==> src/rtl/fcd_pkg.sv <==
package fcd_pkg;
  localparam int unsigned TC_W     = 4;
  localparam int unsigned HIST_LEN = 2 * (1 << TC_W);
  localparam int unsigned RUN_W    = $clog2(HIST_LEN + 1);

  typedef logic [RUN_W-1:0] run_t;

  // window length 2*(tc+1)
  function automatic run_t win_len(input logic [TC_W-1:0] tc);
    return (run_t'(tc) + run_t'(1)) << 1;
  endfunction
endpackage

==> src/rtl/fcd_cmp.sv <==
module fcd_cmp #(
  parameter int unsigned CNT_W = 16,
  parameter int unsigned TH_W  = 7
) (
  input  logic             clk_i,
  input  logic             rst_ni,
  input  logic             take_i,
  input  logic [CNT_W-1:0] cnt_i,
  input  logic [TH_W-1:0]  thresh_i,
  output logic             cmp_o,
  output logic [CNT_W-1:0] prev_o
);
  localparam int unsigned LIM_W = TH_W + 6;
  localparam int unsigned CW    = (CNT_W > LIM_W) ? CNT_W : LIM_W;

  logic [CNT_W-1:0] prev_q, diff;
  logic [CW-1:0]    diff_w, lim_w;

  always_comb begin
    diff   = (cnt_i >= prev_q) ? (cnt_i - prev_q) : (prev_q - cnt_i);
    diff_w = CW'(diff);
    lim_w  = CW'({thresh_i, 6'd0});
    cmp_o  = (diff_w >= lim_w);
  end

  always_ff @(posedge clk_i or negedge rst_ni) begin
    if (!rst_ni)     prev_q <= '0;
    else if (take_i) prev_q <= cnt_i;
  end

  assign prev_o = prev_q;
endmodule

==> src/rtl/fcd_hist.sv <==
module fcd_hist
  import fcd_pkg::*;
(
  input  logic            clk_i,
  input  logic            rst_ni,
  input  logic            shift_i,
  input  logic            clear_i,
  input  logic            bit_i,
  input  logic [TC_W-1:0] tc_i,
  output logic            alt_o,
  output logic            last_o
);
  logic [HIST_LEN-1:0] hist_q, hist_nx;
  logic [HIST_LEN-2:0] pair_ok;

  assign hist_nx = {hist_q[HIST_LEN-2:0], bit_i};

  // pair i is inside the window when i <= 2*tc
  for (genvar i = 0; i < HIST_LEN - 1; i++) begin : g_pair
    assign pair_ok[i] = (hist_nx[i] ^ hist_nx[i+1]) | (i > 2 * int'(tc_i));
  end

  assign alt_o  = &pair_ok;
  assign last_o = hist_q[0];

  always_ff @(posedge clk_i or negedge rst_ni) begin
    if (!rst_ni)       hist_q <= '0;
    else if (clear_i)  hist_q <= '0;
    else if (shift_i)  hist_q <= hist_nx;
  end
endmodule

==> src/rtl/fcd_hyst.sv <==
module fcd_hyst
  import fcd_pkg::*;
(
  input  logic            clk_i,
  input  logic            rst_ni,
  input  logic            step_i,
  input  logic            clear_i,
  input  logic            alt_i,
  input  logic [TC_W-1:0] tc_i,
  input  logic            hyst_en_i,
  output logic            movie_o
);
  logic movie_q;
  run_t run_q, run_inc, need;

  always_comb begin
    run_inc = run_q + run_t'(1);
    if (movie_q && hyst_en_i) need = run_t'(tc_i) + run_t'(1);
    else                      need = win_len(tc_i);
  end

  always_ff @(posedge clk_i or negedge rst_ni) begin
    if (!rst_ni) begin
      movie_q <= 1'b0;
      run_q   <= '0;
    end else if (clear_i) begin
      movie_q <= 1'b0;
      run_q   <= '0;
    end else if (step_i) begin
      if (alt_i != movie_q) begin
        if (run_inc >= need) begin
          movie_q <= alt_i;
          run_q   <= '0;
        end else begin
          run_q   <= run_inc;
        end
      end else begin
        run_q <= '0;
      end
    end
  end

  assign movie_o = movie_q;
endmodule

==> src/rtl/film_cadence_det.sv <==
module film_cadence_det
  import fcd_pkg::*;
#(
  parameter int unsigned CNT_W = 16,
  parameter int unsigned TH_W  = 7
) (
  input  logic             clk_i,
  input  logic             rst_ni,
  input  logic             field_start_i,
  input  logic [CNT_W-1:0] motion_cnt_i,
  input  logic [TH_W-1:0]  mm_thresh_i,
  input  logic [TC_W-1:0]  mm_tconst_i,
  input  logic             hyst_en_i,
  input  logic             mm_clear_i,
  input  logic             phase_inv_i,
  output logic             movie_o,
  output logic             phase_o
);
  logic             take, cmp, alt, last;
  logic [CNT_W-1:0] prev_cnt;

  assign take = field_start_i & ~mm_clear_i;

  fcd_cmp #(.CNT_W(CNT_W), .TH_W(TH_W)) u_cmp (
    .clk_i    (clk_i),
    .rst_ni   (rst_ni),
    .take_i   (take),
    .cnt_i    (motion_cnt_i),
    .thresh_i (mm_thresh_i),
    .cmp_o    (cmp),
    .prev_o   (prev_cnt)
  );

  fcd_hist u_hist (
    .clk_i   (clk_i),
    .rst_ni  (rst_ni),
    .shift_i (take),
    .clear_i (mm_clear_i),
    .bit_i   (cmp),
    .tc_i    (mm_tconst_i),
    .alt_o   (alt),
    .last_o  (last)
  );

  fcd_hyst u_hyst (
    .clk_i     (clk_i),
    .rst_ni    (rst_ni),
    .step_i    (take),
    .clear_i   (mm_clear_i),
    .alt_i     (alt),
    .tc_i      (mm_tconst_i),
    .hyst_en_i (hyst_en_i),
    .movie_o   (movie_o)
  );

  assign phase_o = last ^ phase_inv_i;
endmodule

==> config.mk <==
export PLATFORM = sky130hd
export DESIGN_NAME = film_cadence_det
export DESIGN_NICKNAME = d
export VERILOG_FILES = /design/src/rtl/fcd_pkg.sv /design/src/rtl/fcd_cmp.sv /design/src/rtl/fcd_hist.sv /design/src/rtl/fcd_hyst.sv /design/src/rtl/film_cadence_det.sv
export SDC_FILE = /design/constraint.sdc
export NUM_CORES = 1
export LEC_CHECK = 0
export BUFFER_PORTS_ARGS = -buffer_cell sky130_fd_sc_hd__buf_2
export CORE_MARGIN = 4
export CORE_UTILIZATION = 66
export DETAILED_ROUTE_END_ITERATION = 6
export PLACE_DENSITY = 0.95
export SYNTH_ARGS = -nofsm -noshare
export SYNTH_HDL_FRONTEND = slang
export SYNTH_SLANG_ARGS = --single-unit
==> constraint.sdc <==
create_clock -name clk_i -period 7.27 [get_ports clk_i]
set_clock_uncertainty 0.2 [all_clocks]
set_input_delay 1.0905 -clock clk_i [delete_from_list [all_inputs] [get_ports clk_i]]
set_output_delay 1.0905 -clock clk_i [all_outputs]
set_load 0.01 [all_outputs]
Word-level counts from Yosys, hierarchy flattened
Cells that the tools add are included.
{"block": "totals", "word_cells": 126, "output_inout_bits": 2, "regBits": 54, "input_bits": 33}
{"block": "op_classes", "mux": 12, "reduce_logical": 6, "magnitude_cmp": 34, "n_eq_ne": 1, "bitwise_logic": 65, "add_sub_neg": 4}
{"op": "$gt 5x5->1 const A", "count": 15}
{"op": "$mux 31", "count": 2}
{"op": "$gt 4x5->1 const A", "count": 8}
{"op": "$sub 16x16->16", "count": 2}
{"op": "$xor 1x1->1", "count": 32}
{"op": "$or 1x1->1", "count": 31}
{"op": "$reduce_and 31->1", "count": 1}
{"op": "$mux 6", "count": 5}
{"op": "$gt 3x5->1 const A", "count": 4}
{"op": "$ge 16x13->1", "count": 1}
{"op": "$ge 16x16->1", "count": 1}
{"op": "$mux 16", "count": 1}
{"op": "$gt 1x5->1 const A", "count": 2}
{"op": "$gt 2x5->1 const A", "count": 2}
{"op": "$add 6x1->6 const B", "count": 1}
{"op": "$ge 6x6->1", "count": 1}
{"op": "$reduce_bool 2->1", "count": 3}
{"op": "$add 4x1->5 const B", "count": 1}
{"op": "$mux 1", "count": 4}
{"op": "$reduce_and 3->1", "count": 1}
{"op": "$and 1x1->1", "count": 1}
{"op": "$logic_and 1x1->1", "count": 1}
{"op": "$ne 1x1->1", "count": 1}
{"op": "$not 1->1", "count": 1}

Longest topological paths before layout
{"block": "logic_depth", "depth_word": 10, "mapped_depth": 23, "mapped_depth_nobuf": 21}

Cells and area by module
From an unflattened synthesis, not the netlist that was laid out.
{"block": "hier_totals", "cells_unflattened": 572, "area_unflattened_um2": 4833.4}
{"mod": "fcd_cmp", "area_per_inst_um2": 2439.8, "cells_per_inst": 329, "seq_area_each_um2": 400.4, "n_inst": 1}
{"mod": "fcd_hist", "area_per_inst_um2": 1719.1, "cells_per_inst": 171, "seq_area_each_um2": 775.7, "n_inst": 1}
{"mod": "fcd_hyst", "area_per_inst_um2": 659.4, "cells_per_inst": 70, "seq_area_each_um2": 175.2, "n_inst": 1}
{"mod": "film_cadence_det", "area_per_inst_um2": 15.0, "cells_per_inst": 2, "seq_area_each_um2": 0.0, "n_inst": 1}

Worst setup path after synthesis
No wires, ideal clock.
{"block": "synth_path", "path_type": "in2reg", "startpoint": "input port motion_cnt_i[3]", "endpoint": "register u_hyst.run_q[3]", "slack_ps": 1643, "path_buffers": 3, "path_stages": 23, "required_ps": 6943, "arrival_time_ps": 5300, "setup_ps": 127, "cell_sequence": "inv_1 -> ha_1 -> buf_2 -> a21oi_1 -> nand4_1 -> a2111oi_2 -> nand2_1 -> clkbuf_1 -> a211oi_1 -> a21oi_1 -> a221oi_1 -> nor2_1 -> nor2_1 -> xnor2_1 -> ha_1 -> and3_1 -> nand3_1 -> nor3_1 -> nand4_1 -> a311oi_2 -> buf_6 -> nor3_2 -> nand3b_1"}
{"block": "synth_between", "elab_chain_cells": 10, "elab_cells_between_ends": 12, "classes_between": "add/sub: 2; order compare: 2; eq/ne: 1; mux: 4; bitwise: 2; reduce/logical: 1"}
{"element": "start, declared", "line_no": "film_cadence_det.sv:10", "source": "input logic [CNT_W-1:0] motion_cnt_i,"}
{"element": "$sub 16x16->16 or $ge 16x16->1 (tied branches)", "line_no": "fcd_cmp.sv:20", "source": "diff = (cnt_i >= prev_q) ? (cnt_i - prev_q) : (prev_q - cnt_i);"}
{"element": "$mux 16 *", "line_no": "fcd_cmp.sv:20"}
{"element": "$ge 16x13->1 *", "line_no": "fcd_cmp.sv:23", "source": "cmp_o = (diff_w >= lim_w);"}
{"element": "$xor 1x1->1 *", "line_no": "fcd_hist.sv:20", "source": "assign pair_ok[i] = (hist_nx[i] ^ hist_nx[i+1]) | (i > 2 * int'(tc_i));"}
{"element": "$or 1x1->1 *", "line_no": "fcd_hist.sv:20"}
{"element": "$reduce_and 31->1 *", "line_no": "fcd_hist.sv:23", "source": "assign alt_o = &pair_ok;"}
{"element": "$ne 1x1->1 *", "line_no": "fcd_hyst.sv:30", "source": "if (alt_i != movie_q) begin"}
{"element": "$mux 6 *", "line_no": "fcd_hyst.sv:30"}
{"element": "$mux 6 *", "line_no": "fcd_hyst.sv:29", "source": "end else if (step_i) begin"}
{"element": "$mux 6 *", "line_no": "fcd_hyst.sv:26", "source": "end else if (clear_i) begin"}
{"element": "end signal, assigned", "line_no": "fcd_hyst.sv:35", "source": "run_q <= run_inc;"}
{"element": "end, declared", "line_no": "fcd_hyst.sv:14", "source": "run_t run_q, run_inc, need;"}
Mark *: on every way between the ends. The rest lies on a longest branch, timed or not. The select of a mux whose other input is x is not followed.
A chain may end at the register's enable or synchronous reset.

Worst setup path after layout
{"block": "layout_path", "startpoint": "input port motion_cnt_i[14]", "endpoint": "register u_hyst.run_q[2]"}
Same word-level chain as after synthesis.

==> metrics.csv <==
metric,value,unit
status,finished clean,
diodes,0,
max_freq,0.162,GHz
yosysTopAreaCellShare,26.7,%
r2r-start,u_cmp.prev_o[14]$_DFFE_PN0P_,
area_delta_synth_final,4.57,%
worstMarginPinSlew,0.952,ns
first_pass_iters,5,
peakVddDrop,0.105,mV
cpPeakStageDelay,0.58,ns
fin_tns_setup,0,ns
synth-edff-count,0,
required,7.28,ns
ys_top_cells_by_count,"nor2_1, dfrtp_1, nand2_1, inv_1, ha_1",
num_vias,4506,
slew_violations,0,
synthCells,619,
place.gp.congestion,0.988,
start_util,68.7,%
synthMuxAreaShare,7.14,%
syn-cell-area,0.00506,mm^2
rsz0062_at_grt,no,
p_comb_share,40.9,%
cts_tree,done,
endpoint,u_hyst.run_q[2]$_DFFE_PN0P_,
timing.rr.end,u_hyst.run_q[2]$_DFFE_PN0P_,
p_leak,2.54,nW
fin_nets,708,
cp_data_arrival_time,6.18,ns
grt_antenna_before_repair,0,
design_area,0.00529,mm^2
io-pin-count,35,
crit_cells,22,
detail-route-antenna-nets,0,
synth_top_area_cell,dfrtp_1,
track_usage,27.6,%
setup_viol,0,
drc,0,
power,0.921,mW
clock_tree.buffer_depth,2,
seqPwrFrac,35.3,%
cts_max_level,2,
io_buffer_count,34,
internal_power,0.567,mW
async_reset_ff_share,100,%
root_buffer,clkbuf_8,
die_area,0.00913,mm^2
p_clk_share,23.8,%
synth_flop_cell,dfrtp_1,
power_switching,0.355,mW
ctsHoldBuffers,0,
grt_pass1_wl,20100,um
globalRouteOverflowTotal,0,
wl,12000,um
cts_resized,0,
seq_area_frac_synth,26.7,%
final_hold_viol_count,0,
rr_worst_depth,20,
cts.sinks,54,
drtIter0Drc,375,
die_x,95.6,um
critPathTopFamily,simple AND/OR/NAND/NOR gates,
grt_max_degree,55,
synth-simple-area-share,20.7,%
clk_pin_slew,0.10,ns
die_y,95.6,um
core,0.00737,mm^2
yosysUniqueCellTypes,68,
period_needed,6.17,ns
p_sw_share,38.5,%
hold_class,register to register,
cts_buffers,5,
relSlewSlack,36.6,%
ys_seq_elements,54,
ff2ff_setup_slack,1.60,ns
crit_path_top_delay_cell,a2111oi_2,
drt-wirelength-per-cell,16.6,um
end_kind,register,
critPathLaunch,motion_cnt_i[14],
drive_above_1_share,9.90,%
clk_latency,0.32,ns
post_cts_buffers,0,
max-cap-violations,0,
crit_path_start_kind,input port,
cp.buffers_inverters,3,
fp-row-count,31,
via_per_inst,6.22,
synth_compound_area_share,19.5,%
yosysMostFrequentCell,nor2_1,
ys_warn_count,0,
cp_cell_sequence,buf_2 > inv_1 > ha_1 > nand4_1 > a2111oi_4 > a2111oi_2 > nand2_1 > a211oi_1 > a21oi_1 > a221oi_1 > nor2_1 > nor2_1 > xnor2_1 > ha_1 > and3_1 > nand3_1 > nor3_1 > nand4_1 > a311oi_2 > buf_4 > nor3_1 > nand3b_1,
postSynthAreaPerCell,8.18,um^2
finalCritPeriodShare,84.9,%
synth_top_family_by_area,simple AND/OR/NAND/NOR gates,
postPlaceCellArea,0.00518,mm^2
grt_pass1_vias,4317,
path_max_fanout,16,
syn_nets,702,
worstSetupPathType,input port to register,
synthAdderAreaFrac,12.7,%
netlist_top_cells_area,"dfrtp_1, ha_1, mux2i_1",
synth_xor_area_share,5.54,%
dp_hpwl,8930,um
powerDensity,174,mW/mm^2
==> metrics by stage <==
stage	hold WS, ns	util [%]	setup slack, ns	std cells
floorplan	0.275	-	1.64	619
global placement	0.288	70.2	1.14	717
detailed placement	0.298	70.2	0.900	717
CTS	0.323	71.8	1.23	725
global route	0.347	71.8	0.614	725
finish	0.322	71.8	1.10	725
==> power by group through the flow <==
stage	combinational, mW	sequential, mW	clock [mW]
floorplan	0.291	0.327	0
global placement	0.361	0.330	0
detailed placement	0.367	0.331	0
CTS	0.370	0.325	0.222
global route	0.420	0.327	0.235
finish	0.377	0.325	0.219
==> cells by family (layout without fill, tap and decap cells) <==
| family | Yosys count | after routing |
|---|---|---|
| DFF | 54 | 54 |
| muxes | 36 | 36 |
| buffers and inverters | 88 | 95 |
| AOI/OAI and AO/OA | 152 | 152 |
| and+or+nand+nor | 207 | 207 |
| xor gates and xnor gates | 32 | 32 |
| adders and majority gates | 50 | 50 |
==> tightest hold or removal path: stages (launching register included) <==
cell and delay [ns]:
dfrtp_1 0.37, nand2_1 0.05, nand3b_1 0.07
==> area by class of cell <==
class	instances	area [um^2]
fillers	577	2080
inverters	50	188
flip-flops and latches	54	1350
multi-input cells	477	3320
well taps	99	124
clock buffers	5	68.8
clock inverters	3	47.5
repair buffers	37	193
==> worst min-delay path by stage <==
| stage | startpoint | to | slack (ns) | cells after the start |
|---|---|---|---|---|
| 2_1_floorplan | u_cmp.prev_o[0]$_DFFE_PN0P_ | u_cmp.prev_o[0]$_DFFE_PN0P_ | 0.28 | 2 |
| 3_3_place_gp | u_cmp.prev_o[15]$_DFFE_PN0P_ | u_cmp.prev_o[15]$_DFFE_PN0P_ | 0.29 | 1 |
| 3_5_place_dp | u_cmp.prev_o[15]$_DFFE_PN0P_ | u_cmp.prev_o[15]$_DFFE_PN0P_ | 0.30 | 1 |
| 4_1_cts | u_cmp.prev_o[15]$_DFFE_PN0P_ | u_cmp.prev_o[15]$_DFFE_PN0P_ | 0.32 | 1 |
| 5_1_grt | u_cmp.prev_o[15]$_DFFE_PN0P_ | u_cmp.prev_o[15]$_DFFE_PN0P_ | 0.35 | 1 |
| 6_report | u_hyst.run_q[5]$_DFFE_PN0P_ | u_hyst.run_q[5]$_DFFE_PN0P_ | 0.32 | 2 |
==> placed cells by master, fill, tap and decap left out, types with 3 or more instances in the layout <==
cell / instances
clkbuf_8: 5
nand2b_1: 8
and4_1: 3
xor2_1: 8
xnor2_1: 24
nor3_2: 3
nand3b_1: 11
o21ai_1: 6
ha_1: 48
nor3_1: 8
nor2b_1: 8
mux2i_1: 35
a211oi_1: 5
a221oi_1: 3
o22ai_1: 5
o21ai_0: 45
nand3_1: 19
nand4_1: 7
and3_1: 3
buf_2: 34
nor2_1: 59
inv_1: 50
a21o_1: 11
a32oi_1: 3
nor3b_1: 10
dfrtp_1: 54
a21oi_1: 35
nand2_1: 53
a31oi_1: 5
o211ai_1: 7
buf_4: 3
==> routing by layer <==
metal	global-route usage, %	part of all wire [%]	up-vias
li1	-	-	2173
met5	0	0	-
met2	42.4	45	166
met1	38.6	46	2126
met3	4.89	6.8	41
met4	10.8	2.9	0
==> flip-flops by register name, summed over array words and instances, names as in the netlist <==
name and flops:
u_hist.hist_q 31, u_hyst.movie_o 1, u_hyst.run_q 6, u_cmp.prev_o 16
No activity file was read; power rests on OpenSTA's default activity.
